### src/rtl/ts_timebase.sv
module ts_timebase #(
  parameter int TS_W   = 32,
  parameter int SEC_W  = 32,
  parameter int DIV_W  = 32,
  parameter int DBUS_W = 8,
  parameter int CODE_W = 8,
  parameter int REC_W  = 80
) (
  input  logic                      clk,
  input  logic                      rst_n,
  input  logic [1:0]                src_sel,
  input  logic [DIV_W-1:0]          div_val,
  input  logic [DBUS_W-1:0]         dbus,
  input  logic [$clog2(DBUS_W)-1:0] dbus_sel,
  input  logic [CODE_W-1:0]         evt_code,
  input  logic                      act_ts_tick,
  input  logic                      act_ts_reset,
  input  logic                      act_sec0,
  input  logic                      act_sec1,
  input  logic                      act_latch,
  input  logic                      act_record,
  output logic [TS_W-1:0]           ts_count,
  output logic [SEC_W-1:0]          sec_count,
  output logic [TS_W-1:0]           latch_ts,
  output logic [SEC_W-1:0]          latch_sec,
  output logic                      rec_valid,
  output logic [REC_W-1:0]          rec_data
);
  localparam int PAD_W = REC_W - CODE_W - SEC_W - TS_W;

  logic [DIV_W-1:0] div_cnt;
  logic [SEC_W-1:0] sec_shift;
  logic             rst_pend, db_prev, tick;

  wire div_tick = (div_val <= DIV_W'(1)) || (div_cnt >= div_val - DIV_W'(1));
  wire db_cur   = dbus[dbus_sel];
  wire db_edge  = db_cur & ~db_prev;

  always_comb begin
    case (src_sel)
      2'd0:    tick = act_ts_tick;
      2'd1:    tick = div_tick;
      2'd2:    tick = db_edge;
      default: tick = 1'b0;
    endcase
  end

  always_ff @(posedge clk) begin
    if (!rst_n) begin
      div_cnt <= '0;
      db_prev <= 1'b0;
    end else begin
      div_cnt <= div_tick ? '0 : div_cnt + DIV_W'(1);
      db_prev <= db_cur;
    end
  end

  always_ff @(posedge clk) begin
    if (!rst_n) begin
      ts_count  <= '0;
      sec_count <= '0;
      rst_pend  <= 1'b0;
    end else begin
      if (tick) begin
        if (rst_pend) begin
          ts_count  <= '0;
          sec_count <= sec_shift;
        end else begin
          ts_count <= ts_count + TS_W'(1);
        end
      end
      rst_pend <= (rst_pend & ~tick) | act_ts_reset;
    end
  end

  always_ff @(posedge clk) begin
    if (!rst_n)        sec_shift <= '0;
    else if (act_sec1) sec_shift <= {sec_shift[SEC_W-2:0], 1'b1};
    else if (act_sec0) sec_shift <= {sec_shift[SEC_W-2:0], 1'b0};
  end

  always_ff @(posedge clk) begin
    if (!rst_n) begin
      latch_ts  <= '0;
      latch_sec <= '0;
      rec_valid <= 1'b0;
      rec_data  <= '0;
    end else begin
      if (act_latch) begin
        latch_ts  <= ts_count;
        latch_sec <= sec_count;
      end
      rec_valid <= act_record;
      if (act_record) rec_data <= {{PAD_W{1'b0}}, evt_code, sec_count, ts_count};
    end
  end


  ts_clear_chk: assert property (@(posedge clk) disable iff (!rst_n)
    (tick && rst_pend) |=> ts_count == '0);

  ts_hold_chk: assert property (@(posedge clk) disable iff (!rst_n)
    !tick |=> $stable(ts_count));

  sec_commit_chk: assert property (@(posedge clk) disable iff (!rst_n)
    (tick && rst_pend) |=> sec_count == $past(sec_shift));

  sec_hold_chk: assert property (@(posedge clk) disable iff (!rst_n)
    !(tick && rst_pend) |=> $stable(sec_count));

  latch_hold_chk: assert property (@(posedge clk) disable iff (!rst_n)
    !act_latch |=> $stable(latch_ts) && $stable(latch_sec));

  rec_code_chk: assert property (@(posedge clk) disable iff (!rst_n)
    act_record |=> rec_valid && rec_data[TS_W+SEC_W +: CODE_W] == $past(evt_code));

  no_src_chk: assert property (@(posedge clk) disable iff (!rst_n)
    (src_sel == 2'd3) |=> $stable(ts_count));
endmodule

### config.mk
export PLATFORM = sky130hd
export DESIGN_NAME = ts_timebase
export DESIGN_NICKNAME = d
export VERILOG_FILES = /design/src/rtl/ts_timebase.sv
export SDC_FILE = /design/constraint.sdc
export NUM_CORES = 1
export LEC_CHECK = 0
export BUFFER_PORTS_ARGS = -buffer_cell sky130_fd_sc_hd__buf_2
export CAP_MARGIN = 10
export CORE_MARGIN = 1.5
export CORE_UTILIZATION = 58
export DETAILED_ROUTE_END_ITERATION = 7
export MAX_ROUTING_LAYER = met4
export PLACE_DENSITY = 0.85
export SLEW_MARGIN = 30
export SYNTH_ARGS = -nofsm -noshare
export SYNTH_HDL_FRONTEND = slang
export SYNTH_SLANG_ARGS = --single-unit
### constraint.sdc
create_clock -name clk -period 7.05 [get_ports clk]
set_input_delay 0.3525 -clock clk [delete_from_list [all_inputs] [get_ports clk]]
set_output_delay 0.3525 -clock clk [all_outputs]
set_load 0.03 [all_outputs]
After elaboration in Yosys (flattened, before gate mapping). Cells that the tools add are included.

Input port bits: 61. Bits in registers: 267. Output and inout port bits: 209.

Bitwise gates (word level): 6. Reduce and logical (&&, ||, !) cells: 5. Add/subtract/negate cells: 3. Equality and inequality tests: 2. Magnitude comparators: 3. Muxes and demuxes: 6.

Operator list (count): 32-bit two-way mux (3); 32-bit by 1-bit adder with 32-bit output (second input constant) (2); 32-bit >= comparator (1); 32-bit by 1-bit less-or-equal comparator with 1-bit output (second input constant) (1); 32-bit by 1-bit subtractor with 32-bit output (second input constant) (1); 3-bit by 4-bit < comparator with 1-bit output (second input constant) (1); 1-bit binary-select mux with 3-bit select (1); 1-bit inverter (3); 1-bit case mux with 3 select lines (1); 1-bit bitwise AND (2); 2-bit by 1-bit equality test with 1-bit output (second input constant) (1); 2-bit equality test (second input constant) (1); 2-bit zero test (1); 2-bit AND reduction (1); 2-bit nonzero test (1); 2-bit OR reduction (1); 1-bit logical OR (1); 1-bit two-way mux (1); 1-bit bitwise OR (1).

Depth between registers and ports, before layout. Gate-level depths: netlist of the first run.

Depth in word-level cells: 7. Depth in mapped cells: 19. Gate-level depth less buffers: 17.

Worst setup path after synthesis of the first run. No wires, ideal clock.

Path kind: input-to-reg. Start: in div_val[7]. End: reg ts_count[19]. Stages: 14. Data arrival time: 4.338 ns. Path buffers: 1. Setup slack: 2.642 ns. Library setup time: 0.070 ns. Cell sequence: nor4_1 nand4_1 nor4_1 nand2_1 or3_1 xor2_1 ha_1 nand4_1 or4_4 a311oi_4 o31ai_2 buf_6 or4_1 a21oi_1.

Cells in the longest elaborated chain, start to end: 4. Elaborated cells on any way between the ends: 5. Those cells by class: add/sub (1); order compare (2); mux (1); reduce/logical (1).

RTL lines: from (decl) (line 12) `input logic [DIV_W-1:0] div_val,`; 32-bit by 1-bit subtractor with 32-bit output (line 35) `wire div_tick = (div_val <= DIV_W'(1)) || (div_cnt >= div_val - DIV_W'(1));`; 32-bit >= comparator (line 35); 1-bit logical OR (*) (line 35); 1-bit case mux with 3 select lines (*) (line 40) `case (src_sel)`; to (signal assigned) (line 69) `ts_count <= ts_count + TS_W'(1);`; to (decl) (line 22) `output logic [TS_W-1:0] ts_count,`.

Mark *: on every way between the ends. The rest lies on a longest branch, timed or not. A chain may end at the register's enable or synchronous reset.

Final worst setup path of the first run.
Start: in div_val[0]. End: reg ts_count[19].

The elaborated chain is that of the path after synthesis.

==> run_results.csv, run 1 <==
group,metric,value,unit
synth,synth_common_cells,"dfxtp_1 (267), nor2_1 (200), mux2i_1 (138)",
setup_path,critical_path_class,"input pin to register",
placement,dp_hpwl,19100,µm
sta,post-route-min-period,4960,ps
synth,synth_largest_area_cell,"dfxtp_1",
synth,synthSimpleGateAreaFrac,19.6,%
sta,fin_skew,15.1,ps
clocking,cts_tree,"built",
route,avgViaCountPerCell,5.62,
synth,synth_top_flop_cell,"dfxtp_1",
sta,finalHoldViolCount,0,
grt,grt.total_usage,27.2,%
grt,grt_max_degree,119,
synth,avgSynthCellArea,9.02,µm²
synth,synth_edf_count,0,
synth,async_flop_share,0,%
placement,io_buffers,261,
die,ios,270,
die,die_w,144,µm
final_layout,nets,1586,
route,drt-pass1-iter-count,5,
synth,synth_top_area_share,46.7,%
clocking,ctsHoldBuffers,0,
synth,synth_top_family_by_area,"simple AND/OR/NAND/NOR gates",
clocking,clock_latency,520,ps
sta,finalMaxSlewViolations,0,
clocking,clk_pin_slew,70,ps
route,route.detailed.drc,0,
synth,syn_area,11500,µm²
sta,setup_tns,0,ps
sta,setup_violations,0,
synth,synth.area.top_cells,"dfxtp_1 (47%), mux2i_1 (12%), nor2_1 (6.6%), a21oi_1 (4.8%), ha_1 (3.9%)",
synth,yosys.area_share.adder,3.93,%
placement,finalWeightedCongestion,0.927,
route,routed_wl,28400,µm
synth,synth_seq_area_share,46.7,%
die,num_rows,51,
setup_path,cp-start-kind,"input pin",
placement,dp.cells,1726,
clocking,post_cts_buffers,0,
clocking,htreeDepth,1,
grt,grt.overflow.total,0,
setup_path,cp.required,7480,ps
route,via_count,9974,
grt,antenna_found_initial,1,
clocking,cts_sinks,267,
synth,postSynthCellCount,1270,
clocking,cts_buffer_depth,3,
synth,yosys.area_share.xor_xnor,4.51,%
synth,synth_mux_area_share,12.4,%
die,initial_core_util,59.1,%
min_path,hold_class,"input pin to register",
sta,slew_headroom,39.3,%
setup_path,endpoint_kind,"register",
die,core_area,19400,µm²
synth,ys_warn_count,0,
sta,worst_pin_slew,902,ps
die,die_h,144,µm
synth,synth-compound-area-share,9.30,%
synth,synth.distinct_cells,51,
pwr,p_leak,6.13,nW
setup_path,crit_arrival,5380,ps
synth,yosysMostFrequentCell,"dfxtp_1",
grt,grt_pass1_vias,9203,
route,routedWlPerCell,16.0,µm
run,drv_cap,0,
sta,fmax,0.202,GHz
sta,period_share,70.3,%
die,die_area,20600,µm²
min_path,hold_depth,3,
clocking,post_cts.resized_instances,0,
setup_path,path_max_fanout,59,
setup_path,rr_worst_depth,9,
synth,yosys_register_bits,267,
pwr,ir_worst_vdd,0.184,mV
route,drt_iter0_markers,603,
pwr,power.density,234,nW/µm²
outcome,run_status,"finished, final reports clean",
final_layout,layout-drive-gt1-share,21.6,%
clocking,cts_root_buffer,"clkbuf_16",
clocking,cts_made_buffers,26,
final_layout,areaGrowthSynthToFinish,20.5,%
sta,rsz0062_at_grt,"false",
route,postRouteAntennaNets,0,
final_layout,fin_cells,1775,
grt,grt_first_pass_wirelength,44500,µm
routing by layer:
layer	global-route usage [%]	up-vias	part of all wire, %
li1	-	4852	-
met3	3.77	58	4.9
met4	9.02	0	2.6
met2	44.8	303	48
met5	-	-	0
met1	34.5	4761	44
final timing paths:
path	from	endpoint	slack, ps
max	div_val[0]	ts_count[19]	2090
min reg2reg	sec_shift[31]	sec_shift[31]	450
max reg2reg	div_cnt[15]	ts_count[19]	3870
min	act_ts_reset	rst_pend	40
power by group:
group,switching [mW],leakage (nW),total (mW),internal [mW]
clock network,0.570,0.465,1.51,0.936
registers,0.00894,2.15,1.53,1.52
logic,0.133,3.51,0.196,0.0631
metrics by stage:
| stage | util (%) | setup slack (ps) | cell area [µm²] | hold slack, ps | power, mW |
|---|---|---|---|---|---|
| after global routing | 71.2 | 1830 | 13800 | 42.9 | 3.33 |
| after global placement | 66.2 | 1650 | 12800 | 443 | 1.75 |
| after floorplan | - | 2640 | 11500 | 425 | 1.69 |
| final | 71.2 | 2090 | 13800 | 43.5 | 3.23 |
| after CTS | 71.1 | 2100 | 13800 | 31.8 | 3.25 |
| after detailed placement | 66.3 | 1610 | 12900 | 446 | 1.75 |
area by class of cell:
type                       count  area [µm²]
multi-input combinational    917        5770
fill                        1521        5590
sequential                   267        5350
timing repair buffer         268        1370
clock buffer                  37         763
tap                          265         332
clock inverter                11         183
inverter                       9        38.8
antenna                        1        2.50
flip-flops by register name, summed over array words and instances, names as in the netlist:
register / flops
rec_valid: 1
rec_data: 72
latch_ts: 32
sec_shift: 32
sec_count: 32
rst_pend: 1
ts_count: 32
latch_sec: 32
div_cnt: 32
db_prev: 1
layout by cell type (no fill, tap or decap), drive strengths merged, types with 8 or more instances in the layout:
cell,instances
a21oi,111
and3,18
buf,268
clkbuf,37
conb,8
dfxtp,267
ha,36
inv,9
mux2i,138
nand2,97
nand3,59
nand4,16
nor2,200
nor3,13
nor4,9
o21ai,57
o31ai,13
or3,18
or4,21
xnor2,30
xor2,29
worst max-delay path, cell delays in order:
cell and delay (ps):
buf_2 130, inv_1 120, ha_1 230, nor3b_1 580, nand4_1 280, nor2b_1 310
nand2_1 150, nor2_1 240, nand2_1 90, xor2_1 180, ha_1 300, nand4_1 150
or4_4 590, o211ai_1 500, o31ai_4 110, buf_4 310, or4_1 550, a21oi_1 170
cells by family after synthesis:
kind of cell             count (synthesis)
flip-flops                             267
buffers and inverters                   93
adder cells (fa/ha/maj)                 36
other                                    1
AND/OR/NAND/NOR                        481
AO/OA/AOI/OAI                          193
multiplexers                           140
XOR/XNOR                                59
No activity file was read; power rests on OpenSTA's default activity.
==> run 2, diff against run 1 <==
- ABC_AREA: unset -> 1
- CORE_UTILIZATION: 58 -> 50
- PLACE_DENSITY: 0.85 -> 0.77
- clock period: 7.05 -> 4.33 ns (I/O delays scaled with it)
==> run_results.csv, run 2 <==
group,metric,value,unit
outcome,run_status,"finished, final reports clean",
clocking,clk_pin_slew,60,ps
clocking,cts_buffer_depth,3,
run,drv_cap,0,
sta,rsz0062_at_grt,"false",
route,via_count,11900,
setup_path,rr_worst_depth,15,
placement,io_buffers,261,
clocking,clock_latency,540,ps
synth,synth_edf_count,0,
pwr,p_comb_share,14.0,%
clocking,cts_sinks,267,
pwr,ir_worst_vdd,0.361,mV
setup_path,endpoint_kind,"register",
min_path,hold_depth,3,
clocking,cts_made_buffers,28,
clocking,cts_root_buffer,"clkbuf_16",
die,die_w,161,µm
sta,fmax,0.291,GHz
pwr,p_seq_share,44.2,%
final_layout,nets,2071,
setup_path,cp.required,4760,ps
die,die_h,161,µm
synth,avgSynthCellArea,7.11,µm²
synth,synth.area.top_cells,"dfxtp_1 (43%), nor2_1 (11%), nand2_1 (7.8%), o21ai_0 (7.6%), a21oi_1 (5.2%)",
route,drt-pass1-iter-count,5,
final_layout,final_cell_area,15000,µm²
grt,grt.overflow.total,0,
synth,synth_seq_area_share,43.0,%
synth,ys_warn_count,0,
synth,async_flop_share,0,%
pwr,p_switching,1.74,mW
min_path,hold_class,"input pin to register",
setup_path,path_max_fanout,35,
placement,dp_hpwl,22100,µm
synth,synth_largest_area_cell,"dfxtp_1",
synth,syn_area,12400,µm²
route,route.detailed.drc,0,
final_layout,areaGrowthSynthToFinish,20.3,%
sta,finalHoldViolCount,0,
pwr,p_leak,6.88,nW
setup_path,cp-start-kind,"input pin",
sta,worst_pin_slew,939,ps
pwr,switching_share,28.3,%
grt,grt.busiest_layer,"met2",
grt,use_met1,31.8,%
sta,setup_tns,0,ps
setup_path,critical_path_class,"input pin to register",
route,postRouteAntennaNets,0,
grt,grt.total_usage,24.8,%
grt,grt_use_met3,3.67,%
grt,grt_pass1_vias,11000,
route,avgViaCountPerCell,5.15,
grt,grt_first_pass_wirelength,52700,µm
final_layout,layout-drive-gt1-share,18.3,%
die,num_rows,57,
pwr,p_int,4.39,mW
grt,met2_usage,40.6,%
die,core_area,24400,µm²
sta,fin_skew,15.6,ps
sta,period_share,79.3,%
final_layout,layout_common_cells,"nor2_1 (349), dfxtp_1 (266), nand2_1 (260), buf_2 (259), o21ai_0 (188)",
clocking,htreeDepth,1,
sta,slew_headroom,37.4,%
route,drt_iter0_markers,791,
clocking,ctsHoldBuffers,11,
placement,place_area,13900,µm²
final_layout,largest_reg_flops,72,
die,initial_core_util,51.0,%
synth,synth_top_area_share,43.0,%
sta,finalMaxSlewViolations,0,
sta,setup_violations,0,
route,routedWlPerCell,13.8,µm
die,ios,270,
die,die_area,25800,µm²
grt,grt_max_degree,156,
setup_path,crit_arrival,3860,ps
placement,finalWeightedCongestion,0.945,
clocking,cts_tree,"built",
clocking,post_cts_buffers,0,
synth,postSynthCellCount,1749,
pwr,pwr-share-clk,41.8,%
route,routed_wl,31900,µm
sta,post-route-min-period,3430,ps
final_layout,regMostFlops,"rec_data",
clocking,post_cts.resized_instances,0,
synth,synth.distinct_cells,36,
synth,synth_common_cells,"nor2_1 (350), dfxtp_1 (267), nand2_1 (260)",
final_layout,diodes,0,
synth,yosysMostFrequentCell,"nor2_1",
pwr,power.density,409,nW/µm²
synth,yosys_register_bits,267,
synth,synth_top_flop_cell,"dfxtp_1",
final_layout,final_common_cell,"nor2_1",
grt,antenna_found_initial,0,
-- run 2: cell types whose count changed after synthesis, moves of 25 or more --
| cell | change |
|---|---|
| nand3_1 | +34 |
| inv_1 | +150 |
| nand2_1 | +163 |
| nor3_1 | +25 |
| nor2_1 | +150 |
| o21ai_0 | +153 |
| mux2i_1 | -138 |
-- run 2: cell families (layout without fill, tap and decap cells) --
logic type / count (synthesis) / after routing / synth area share (%)
AOI/OAI and AO/OA: 347 / 347 / 14.7
xor gates and xnor gates: 53 / 53 / 3.73
adders and majority gates: 36 / 36 / 3.62
buffers and inverters: 253 / 493 / 8.51
DFF: 267 / 267 / 43.0
other: 1 / 8 / 0.0301
and+or+nand+nor: 792 / 792 / 26.4
-- run 2: final timing paths --
path | slack, ps | start | to
setup reg to reg | 1840 | div_cnt[15] | sec_count[25]
hold reg to reg | 460 | sec_shift[31] | sec_shift[31]
setup / recovery | 900 | div_val[0] | sec_count[25]
hold / removal | 60 | act_sec0 | sec_shift[8]
-- run 2: cell type report --
| class | instances | area, µm² |
|---|---|---|
| Clock buffer | 32 | 746 |
| Clock inverter | 20 | 254 |
| Fill cell | 2220 | 9420 |
| Inverter | 158 | 593 |
| Multi-Input combinational cell | 1236 | 6070 |
| Sequential cell | 267 | 5350 |
| Tap cell | 324 | 405 |
| Timing Repair Buffer | 283 | 1550 |
-- run 2: through the flow --
step / std cells / power [mW] / util, % / hold WS, ps / worst slack (ps)
CTS: 2320 / 6.18 / 61.4 / 29.7 / 911
floorplan: 1756 / 3.36 / - / 334 / 1230
finish: 2320 / 6.13 / 61.4 / 62.7 / 895
global route: 2320 / 6.39 / 61.4 / 64.9 / 498
detailed placement: 2257 / 3.61 / 56.8 / 452 / 352
global placement: 2256 / 3.59 / 56.7 / 442 / 489
-- run 2: power by group through the flow --
| stage | combinational (mW) | clock (mW) | sequential (mW) |
|---|---|---|---|
| floorplan | 0.412 | 0 | 2.95 |
| global placement | 0.829 | 0 | 2.76 |
| detailed placement | 0.849 | 0 | 2.76 |
| CTS | 0.860 | 2.61 | 2.71 |
| global route | 0.949 | 2.71 | 2.73 |
| finish | 0.858 | 2.56 | 2.71 |
-- run 2: worst max-delay path: stages --
cell      delay, ps
buf_2           120
inv_1            90
ha_1            200
nand2_2         120
nor2_4          190
nand4_1         150
nor3_1          240
nand2_1         120
nor3_1          280
nand2_1         120
xor2_1          160
ha_1            260
nand2_1          40
nor2_1          110
a21boi_0        200
nor2_1           60
nand2_1          60
nor2_1           60
nand2_2         100
nand2_4          80
nand2_4         320
buf_12          270
nand3_1          90
nand2_1         100
nor2_1           60
-- run 2: per-layer routing --
| layer | vias up | wire length, µm |
|---|---|---|
| met4 | 0 | 750 |
| li1 | 6102 | - |
| met3 | 63 | 1960 |
| met1 | 5414 | 14400 |
| met2 | 363 | 14800 |
| met5 | - | 0 |
==> run 3, diff against run 2 <==
- clock period: 4.33 -> 2.8 ns (I/O delays scaled with it)
==> run_results.csv, run 3 (synthesized netlist as in run 2, its figures left out) <==
group,metric,value,unit
outcome,run_status,"finished, final reports clean",
route,drt-met1-wl,15300,µm
route,drt_iter0_markers,854,
setup_path,cp_slowest_cell,"ha_1",
die,ios,270,
grt,grt_first_pass_wirelength,55000,µm
final_layout,layout-drive-gt1-share,21.8,%
route,route.detailed.drc,0,
grt,antenna_found_initial,0,
min_path,hold_class,"input pin to register",
setup_path,endpoint_kind,"register",
sta,fmax,0.380,GHz
clocking,cts_sinks,267,
die,num_rows,57,
setup_path,crit_top_cell,"nand2_1",
grt,grt_pass1_vias,11500,
sta,setup_violations,0,
die,initial_core_util,51.0,%
final_layout,layout_common_cells,"nor2_1 (343), dfxtp_1 (266), nand2_1 (260), buf_2 (259), o21ai_0 (186)",
grt,grt.total_usage,25.9,%
clocking,clock_latency,540,ps
setup_path,cp.required,3230,ps
clocking,cts_root_buffer,"clkbuf_16",
setup_path,crit_arrival,3060,ps
die,die_w,161,µm
setup_path,cp-start-kind,"input pin",
sta,finalHoldViolCount,0,
route,route.met3.wl,2010,µm
sta,fin_skew,10.3,ps
route,postRouteAntennaNets,0,
pwr,p_leak,7.25,nW
clocking,cts_buffer_depth,3,
final_layout,diodes,0,
sta,rsz0062_at_grt,"true",
sta,holdWs,34.7,ps
final_layout,final_common_cell,"nor2_1",
placement,io_buffers,261,
route,via_count,12200,
sta,worst_pin_slew,924,ps
clocking,htreeDepth,1,
sta,post-route-min-period,2630,ps
placement,finalWeightedCongestion,0.881,
grt,grt.overflow.total,0,
die,die_h,161,µm
clocking,clk_pin_slew,60,ps
final_layout,regMostFlops,"rec_data",
setup_path,path_max_fanout,21,
clocking,cts_made_buffers,28,
route,routedWlPerCell,14.2,µm
route,topRoutingLayerUsed,"met4",
sta,slew_headroom,38.4,%
clocking,cts_tree,"built",
sta,period_share,93.9,%
final_layout,nets,2137,
pwr,ir_worst_vdd,0.448,mV
final_layout,fillers,2137,
route,routed_wl,33900,µm
run,drv_cap,0,
grt,grt_max_degree,112,
route,drt-pass1-iter-count,7,
final_layout,areaGrowthSynthToFinish,25.8,%
placement,dp_hpwl,23100,µm
sta,finalMaxSlewViolations,0,
setup_path,max_stage_delay,280,ps
sta,setup_tns,0,ps
route,wl_met2,15700,µm
route,avgViaCountPerCell,5.12,
die,core_area,24400,µm²
setup_path,critical_path_class,"input pin to register",
final_layout,largest_reg_flops,72,
die,die_area,25800,µm²
pwr,power.density,605,nW/µm²
run 3: cell count changes in the layout (fill, tap and decap cells not counted), sizes merged, moves of 2 or more:
cell	change
clkinv	-2
clkbuf	+8
buf	+60
clkinvlp	-2
run 3: layout make-up:
cell class / count / area, µm² / area share (%)
well taps: 324 / 405 / 2.59
inverters: 158 / 603 / 3.85
flip-flops and latches: 267 / 5350 / 34.1
repair buffers: 348 / 2140 / 13.7
clock buffers: 36 / 761 / 4.86
multi-input cells: 1237 / 6210 / 39.6
clock inverters: 15 / 191 / 1.22
run 3: power by group:
part           switching, mW  internal [mW]  total (mW)
Combinational           1.00          0.470        1.47
Clock                   1.54           2.29        3.83
Sequential             0.156           4.01        4.17
Total                   2.70           6.77        9.47
run 3: final timing paths:
check | start | endpoint | slack (ps) | depth (start not counted)
worst max-delay path | div_val[2] | ts_count[15] | 170 | 25
worst min-delay path | rst_n | sec_count[14] | 30 | 3
worst max register to register | ts_count[1] | ts_count[24] | 580 | 11
worst min register to register | sec_shift[31] | sec_shift[31] | 460 | 2
run 3: repair_timing:
| item | 4_1_cts | 5_1_grt |
|---|---|---|
| buffers inserted | 0 | 1 |
| hold buffers | 12 | 0 |
| gates resized for setup | 0 | 25 |
| hold endpoints to repair | 24 | 0 |
| endpoints found under the setup margin | 0 | 65 |
run 3: metrics by stage:
step	power, mW	std cells	worst slack [ps]	util, %	area, µm²
detailed placement	5.65	2315	-465	58.8	14400
floorplan	5.20	1756	-43.8	-	12500
global route	9.86	2385	-54.6	64.2	15700
global placement	5.61	2315	-389	58.8	14400
finish	9.47	2385	170	64.2	15700
CTS	9.48	2378	58.6	63.2	15400
run 3: per-layer routing:
layer | up-vias | track usage [%]
met5 | - | -
met4 | 0 | 7.91
met3 | 65 | 3.90
met2 | 347 | 42.3
met1 | 5561 | 33.1
li1 | 6234 | -
run 3: worst max-delay path, delay by kind of cell:
kind / cells / cell delay (ps)
xor gates and xnor gates: 1 / 220
buffers and inverters: 3 / 460
AOI/OAI and AO/OA: 2 / 200
and+or+nand+nor: 18 / 1760
adders and majority gates: 1 / 280
